--- src/rtl/guarded_counter_pkg.sv ---
package guarded_counter_pkg;
  typedef struct packed {
    logic doLoad;
    logic doInc;
    logic show;
  } cmdStrobes_t;
endpackage

--- src/rtl/trigger_conditioner.sv ---
module trigger_conditioner #(
  parameter int HOLD = 4
) (
  input  logic clk,
  input  logic rst,
  input  logic rawIn,
  output logic filtOut
);
  localparam int CW = $clog2(HOLD + 1);
  localparam logic [CW-1:0] LAST = CW'(HOLD - 1);

  logic syncA, syncB;
  logic [CW-1:0] runCnt;

  always_ff @(posedge clk) begin
    if (rst) begin
      syncA <= 1'b0;
      syncB <= 1'b0;
    end else begin
      syncA <= rawIn;
      syncB <= syncA;
    end
  end

  // The screened level follows syncB after HOLD straight cycles of disagreement
  always_ff @(posedge clk) begin
    if (rst) begin
      filtOut <= 1'b0;
      runCnt  <= '0;
    end else if (syncB != filtOut) begin
      if (runCnt == LAST) begin
        filtOut <= syncB;
        runCnt  <= '0;
      end else begin
        runCnt <= runCnt + 1'b1;
      end
    end else begin
      runCnt <= '0;
    end
  end


  filter_follows_sync_chk: assert property (@(posedge clk) disable iff (rst)
    (filtOut != $past(filtOut)) |-> (filtOut == $past(syncB)));
endmodule

--- src/rtl/guarded_control.sv ---
module guarded_control
  import guarded_counter_pkg::*;
#(
  parameter int HOLD = 4
) (
  input  logic        clk,
  input  logic        rst,
  input  logic        rawLoad,
  input  logic        rawInc,
  input  logic        rawRead,
  output cmdStrobes_t strobes,
  output logic        errorFlag
);
  localparam int NTRIG = 3;

  logic [NTRIG-1:0] rawVec, filtVec;
  logic loadPrev, incPrev;
  logic loadEdge, incEdge, allThree, clash;

  assign rawVec = {rawRead, rawInc, rawLoad};

  for (genvar i = 0; i < NTRIG; i++) begin : g_cond
    trigger_conditioner #(.HOLD(HOLD)) u_cond (
      .clk    (clk),
      .rst    (rst),
      .rawIn  (rawVec[i]),
      .filtOut(filtVec[i])
    );
  end

  always_ff @(posedge clk) begin
    if (rst) begin
      loadPrev  <= 1'b0;
      incPrev   <= 1'b0;
      errorFlag <= 1'b0;
    end else begin
      loadPrev  <= filtVec[0];
      incPrev   <= filtVec[1];
      errorFlag <= allThree | clash;
    end
  end

  always_comb begin
    loadEdge = filtVec[0] & ~loadPrev;
    incEdge  = filtVec[1] & ~incPrev;
    allThree = &filtVec;
    clash    = loadEdge & incEdge;
    strobes.doLoad = loadEdge & ~clash & ~allThree;
    strobes.doInc  = incEdge & ~clash & ~allThree;
    strobes.show   = filtVec[2] & ~allThree;
  end


  clash_flagged_chk: assert property (@(posedge clk) disable iff (rst)
    (loadEdge && incEdge) |=> errorFlag);


  load_once_chk: assert property (@(posedge clk) disable iff (rst)
    strobes.doLoad |=> !strobes.doLoad);
endmodule

--- src/rtl/guarded_datapath.sv ---
module guarded_datapath
  import guarded_counter_pkg::*;
#(
  parameter int WIDTH = 8
) (
  input  logic             clk,
  input  logic             rst,
  input  cmdStrobes_t      strobes,
  input  logic [WIDTH-1:0] dataIn,
  output logic [WIDTH-1:0] dataOut,
  output logic             dataValid
);
  logic [WIDTH-1:0] stored;

  always_ff @(posedge clk) begin
    if (rst)                 stored <= '0;
    else if (strobes.doLoad) stored <= dataIn;
    else if (strobes.doInc)  stored <= stored + 1'b1;
  end

  assign dataValid = strobes.show;
  assign dataOut   = strobes.show ? stored : '0;


  load_capture_chk: assert property (@(posedge clk) disable iff (rst)
    strobes.doLoad |=> (stored == $past(dataIn)));


  inc_wrap_chk: assert property (@(posedge clk) disable iff (rst)
    (strobes.doInc && !strobes.doLoad) |=> (stored == $past(stored) + 1'b1));


  idle_hold_chk: assert property (@(posedge clk) disable iff (rst)
    (!strobes.doInc && !strobes.doLoad) |=> $stable(stored));
endmodule

--- src/rtl/guarded_counter.sv ---
module guarded_counter
  import guarded_counter_pkg::*;
#(
  parameter int WIDTH = 8,
  parameter int HOLD  = 4
) (
  input  logic             clk,
  input  logic             rst,
  input  logic             loadTrig,
  input  logic             incTrig,
  input  logic             readTrig,
  input  logic [WIDTH-1:0] dataIn,
  output logic [WIDTH-1:0] dataOut,
  output logic             dataValid,
  output logic             errorFlag
);
  cmdStrobes_t strobes;

  guarded_control #(.HOLD(HOLD)) u_ctrl (
    .clk      (clk),
    .rst      (rst),
    .rawLoad  (loadTrig),
    .rawInc   (incTrig),
    .rawRead  (readTrig),
    .strobes  (strobes),
    .errorFlag(errorFlag)
  );

  guarded_datapath #(.WIDTH(WIDTH)) u_dp (
    .clk      (clk),
    .rst      (rst),
    .strobes  (strobes),
    .dataIn   (dataIn),
    .dataOut  (dataOut),
    .dataValid(dataValid)
  );


  out_zero_when_idle_chk: assert property (@(posedge clk) disable iff (rst)
    !dataValid |-> (dataOut == '0));
endmodule

--- config.mk ---
export PLATFORM = sky130hd
export DESIGN_NAME = guarded_counter
export DESIGN_NICKNAME = d
export VERILOG_FILES = /design/src/rtl/guarded_counter_pkg.sv /design/src/rtl/trigger_conditioner.sv /design/src/rtl/guarded_control.sv /design/src/rtl/guarded_datapath.sv /design/src/rtl/guarded_counter.sv
export SDC_FILE = /design/constraint.sdc
export NUM_CORES = 1
export LEC_CHECK = 0
export ABC_AREA = 0
export CAP_MARGIN = 10
export CORE_ASPECT_RATIO = 1.4
export CORE_MARGIN = 2
export CORE_UTILIZATION = 51
export DETAILED_ROUTE_END_ITERATION = 10
export PLACE_DENSITY = 0.8
export SLEW_MARGIN = 10
export SYNTH_ARGS = -nofsm -noshare
export SYNTH_HDL_FRONTEND = slang
export SYNTH_SLANG_ARGS = --single-unit
--- constraint.sdc ---
create_clock -name clk -period 1.6 [get_ports clk]
set_input_delay 0.32 -clock clk [delete_from_list [all_inputs] [get_ports clk]]
set_output_delay 0.32 -clock clk [all_outputs]
set_load 0.01 [all_outputs]
=== After elaboration in Yosys (flattened, before gate mapping) ===
Cells that the tools add are included.

* Logic and storage cells: 53
* Register bits after elaboration: 29

* Muxes and demuxes: 3
* Reduce and logical (&&, ||, !) cells: 8
* Equality and inequality tests: 6
* Add/sub/neg operators: 4
* Bitwise operators: 16

{| class="wikitable"
|+ Operators with widths
! cell !! count
|-
| $mux W8 || 3
|-
| $add A3 B1 Y3 const B || 3
|-
| $eq A3 B2 Y1 const B || 3
|-
| $reduce_or A3 Y1 || 3
|-
| $add A8 B1 Y8 const B || 1
|-
| $and A1 B1 Y1 || 8
|-
| $not A1 Y1 || 7
|-
| $reduce_and A2 Y1 || 3
|-
| $ne A1 B1 Y1 || 3
|-
| $reduce_and A3 Y1 || 1
|-
| $reduce_bool A2 Y1 || 1
|-
| $or A1 B1 Y1 || 1
|}

=== Logic depth before layout (Yosys ltp) ===
* Depth after elaboration: 8
* Gate-level depth with buffers: 5
* Gate-level depth less buffers: 5

=== Hierarchy ===
Synthesis repeated with hierarchy kept, for this count alone.

* Cell total of the unflattened synthesis: 127
* Area, all modules: 1298.7 sq um

{| class="wikitable"
|+ By module, submodules not included
! module !! sequential area each (sq um) !! instances !! area each (sq um) !! cells an instance
|-
| trigger_conditioner || 120.1 || 3 || 211.5 || 17
|-
| guarded_datapath || 160.2 || 1 || 528.0 || 62
|-
| guarded_control || 60.1 || 1 || 136.4 || 14
|}

=== Worst setup path before layout ===
No wires, ideal clock.

* Kind: register -> output
* From: reg u_ctrl.g_cond[0].u_cond.filtOut
* To: out dataOut[0]
* Slack: 0.145 ns
* Data arrival time: 1.135 ns
* Buffers on the path: 1
* Stages on the path, launching flop included: 4
* Cell sequence: dfxtp_1 buf_2 a21boi_1 and2_1

* Longest elaborated chain between the ends: 4

{| class="wikitable"
|+ RTL lines
! item !! line !! text
|-
| start: declaration || trigger_conditioner.sv:7 || <nowiki>output logic filtOut</nowiki>
|-
| start signal: assignment || trigger_conditioner.sv:32 || <nowiki>filtOut <= syncB;</nowiki>
|-
| $reduce_and A3 Y1 || guarded_control.sv:46 || <nowiki>allThree = &filtVec;</nowiki>
|-
| $not A1 Y1 || guarded_control.sv:50 || <nowiki>strobes.show = filtVec[2] & ~allThree;</nowiki>
|-
| $and A1 B1 Y1 || guarded_control.sv:50 ||
|-
| named net dataValid || guarded_counter.sv:14 || <nowiki>output logic dataValid,</nowiki>
|-
| $mux W8 || guarded_datapath.sv:22 || <nowiki>assign dataOut = strobes.show ? stored : '0;</nowiki>
|-
| end: declaration || guarded_counter.sv:13 || <nowiki>output logic [WIDTH-1:0] dataOut,</nowiki>
|}

The timed path passes the listed nets, and every way through them passes these cells.

=== Final worst setup path ===
* From: reg u_ctrl.g_cond[2].u_cond.filtOut
* To: out dataOut[3]

* Longest elaborated chain between the ends: 4

{| class="wikitable"
|+ RTL lines
! item !! line
|-
| start: declaration || trigger_conditioner.sv:7
|-
| start signal: assignment || trigger_conditioner.sv:32
|-
| $reduce_and A3 Y1 || guarded_control.sv:46
|-
| $not A1 Y1 || guarded_control.sv:50
|-
| $and A1 B1 Y1 * || guarded_control.sv:50
|-
| $mux W8 * || guarded_datapath.sv:22
|}

Every way passes the cells marked *; elsewhere a longest branch is shown, timed or not.

==> Implementation_results.wiki <==
{| class="wikitable"
! Metric !! Value
|-
| Result of the run || finished clean
|-
| Clock slew at the register clock pins of the worst setup and hold paths || 0.09 ns
|-
| Clock buffers created by TritonCTS || 5
|-
| Number of iterations in the first detailed-routing pass || 4
|-
| First-pass GRT wire length || 4278 µm
|-
| Total setup buffers inserted after CTS || 0
|-
| Rel. slew slack || 80.24%
|-
| Global route overflow || 0
|-
| Number of inserted diodes || 0
|-
| Final clock period utilization by the worst path || 97.70%
|-
| Gate count of the mapped netlist || 129
|-
| Initial cell density of the core || 53.69%
|-
| Most area-hungry cell type in the Yosys netlist || dfxtp_1
|-
| Library cells used by synthesis || 25
|-
| Sequential cell area in the final layout || 583.1 µm²
|-
| Ranking of synthesized cells by area || dfxtp_1, ha_1, xnor2_1, a211oi_1, nor2_1
|-
| Flop and latch count out of synthesis || 29
|-
| Placement row count || 21
|-
| Final core utilization || 68.29%
|-
| CP required || 1.28 ns
|-
| Core outline area || 2391 µm²
|-
| Antenna violations before repair || 0
|-
| Top cell type's share of synthesized area || 45.22%
|-
| P_leak || 0.0006654 µW
|-
| Setup repair after global routing missed its margin || true
|-
| Share of total power consumed by net switching || 20.07%
|-
| Die ar. || 2940 µm²
|-
| Pin count of the biggest net entering global routing || 14
|-
| Leading cell type in the layout, fill and taps excluded || dfxtp_1
|-
| Combinational Power Share || 4.0%
|-
| Seq pwr share || 54.1%
|-
| Half-perimeter wire length after placement || 1834 µm
|-
| Peak ir drop on the vdd network || 1.049 mV
|-
| Total of buffers placed on input and output ports || 22
|-
| Detail-routed net length per standard cell || 12.55 µm
|-
| DR DRC count || 0
|-
| Largest buffer count on any clock path || 2
|-
| Setup skew after layout || 0.006374 ns
|-
| Chip height || 63.37 µm
|-
| Vias per cell || 5.000
|-
| WS Path Type || flip-flop to output pin
|-
| Via total after detailed routing || 985
|-
| Commonest cells after routing, fill and taps aside || dfxtp_1, nor2_1, clkdlybuf4s50_1, a211oi_1, xnor2_1
|-
| Pwr per Cell Area || 831.2 nW/µm²
|-
| Max Transition Viols Final || 0
|-
| Post-Syn Nets || 149
|-
| Warnings, synthesis || 0
|-
| Fillers || 194
|-
| Internal Dissipation || 1085 µW
|-
| Clock tree root driver cell || clkbuf_4
|-
| Overall global routing resource usage || 20.45%
|-
| Maximum clock frequency || 0.6397 GHz
|-
| Vias in the first global route || 1036
|-
| Total of endpoints with negative setup slack in the final report || 0
|-
| Type of the tightest min-delay check || flip-flop to flip-flop
|-
| Sort of element at the end of the critical path || output pin
|-
| Die X || 46.40 µm
|-
| Mean Syn Cell Area || 9.951 µm²
|-
| Pre-CTS setup slack || -0.06815 ns
|-
| Worst Setup Slack, final || 0.03683 ns
|-
| Crit path time final || 1.563 ns
|-
| Layout-stage area growth over the synthesis result || 27.19%
|-
| Maximum Capacitance Violations || 0
|-
| NumNets Final || 183
|-
| DRT antenna net count || 0
|-
| Final wirelength || 2473 µm
|-
| Clock Sink Count || 29
|-
| TritonCTS clock tree || built
|-
| Share of post-route cells with drive strength above 1 || 20.25%
|-
| Aggregate negative setup slack || 0 ns
|-
| Net switching component of the power || 272.4 µW
|-
| Transition time at the pin with the least slew margin || 0.2946 ns
|-
| Final GP Congestion || 0.7516
|-
| Sequential share of the synthesized area || 45.22%
|-
| H-tree levels || 2
|-
| CP Launch Type || flip-flop
|-
| Maximum net fanout on the critical path || 6
|-
| Clock Latency Late Sink || 0.33 ns
|-
| DRC marker count from the first detailed-route iteration || 34
|-
| Critical path data arrival time || 1.24 ns
|-
| Netlist area before placement || 1284 µm²
|-
| Clock Power Share || 41.9%
|-
| Combined area of the multi-input logic cells || 653.1 µm²
|-
| Number of ports placed on the die boundary || 23
|-
| Final number of hold-violating endpoints || 0
|}
[final timing paths]
check	start	endpoint	slack (ns)	cells after the start
setup / recovery	u_ctrl.g_cond[2].u_cond.filtOut	dataOut[3]	0.04	4
hold / removal	u_ctrl.g_cond[0].u_cond.runCnt[0]	u_ctrl.g_cond[0].u_cond.runCnt[0]	0.42	1
setup reg to reg	u_dp.stored[1]	u_dp.stored[6]	0.10	5
hold reg to reg	u_ctrl.g_cond[0].u_cond.runCnt[0]	u_ctrl.g_cond[0].u_cond.runCnt[0]	0.42	1
[flip-flops by register name (all words and copies together), names as in the netlist]
name,flops
u_ctrl.g_cond.u_cond.filtOut,3
u_ctrl.incPrev,1
u_dp.stored,8
u_ctrl.g_cond.u_cond.syncB,3
u_ctrl.loadPrev,1
u_ctrl.g_cond.u_cond.syncA,3
u_ctrl.g_cond.u_cond.runCnt,9
u_ctrl.errorFlag,1
[cell type report]
cell class | count | area share, %
multi-input combinational | 87 | 40.00
clock buffer | 5 | 2.299
tap | 34 | 2.605
clock inverter | 2 | 2.146
inverter | 9 | 2.069
sequential | 29 | 35.71
timing repair buffer | 31 | 15.17
[layer usage]
metal	vias up	part of all wire (%)	track usage (%)
li1	501	-	-
met1	455	39	21.66
met2	22	55	34.90
met3	7	4.5	4.298
met4	0	2.0	11.79
met5	-	0	0
[power by group through the flow]
stage	logic [µW]	registers (µW)	clock network, µW
2_1_floorplan	17.9	750	0
3_3_place_gp	52.5	751	0
3_5_place_dp	54.7	752	0
4_1_cts	54.8	735	579
5_1_grt	59.4	736	613
6_report	54.0	734	569
[repair_timing]
action | in CTS | in global routing
hold buffers | 0 | 0
setup endpoints to repair | 9 | 3
cloned | 0 | 0
gates resized for setup | 35 | 2
[metrics by stage]
step | std cells | instance area [µm²] | total power, µW | hold WS [ns]
after global placement | 190 | 1594 | 803.5 | 0.4053
final | 197 | 1633 | 1357 | 0.4195
after floorplan | 129 | 1284 | 768.4 | 0.3990
after detailed placement | 190 | 1594 | 806.4 | 0.4132
after global routing | 197 | 1633 | 1408 | 0.4449
after CTS | 197 | 1630 | 1369 | 0.4262
[cell families (layout without fill, tap and decap cells)]
logic type               count (synthesis)  count (layout)  share of synthesized area [%]
AO/OA/AOI/OAI                           18              18                          12.96
XOR/XNOR                                10              10                          6.822
adder cells (fa/ha/maj)                  7               7                          6.822
buffers and inverters                   13              47                          4.191
flip-flops                              29              29                          45.22
multiplexers                             4               4                          3.119
AND/OR/NAND/NOR                         48              48                          20.86
[synthesized netlist by cell type (all sizes together)]
library cell	number
a211oi	13
a21boi	1
nor2	22
nand3	1
dfxtp	29
nand2	1
mux2i	4
xnor2	10
o21ai	1
o211a	1
and2	8
a2111oi	1
clkbuf	2
nand4	1
nand2b	1
inv	9
buf	2
or3	3
nand3b	1
ha	7
a21oi	1
nor2b	9
nand4b	1
[worst max-delay path: stages, from the launching register on]
cell      delay (ns)
dfxtp_2         0.33
a21boi_2        0.15
buf_4           0.15
and2_1          0.15
buf_2           0.13
Note: power is estimated with default switching activity, not from simulation.
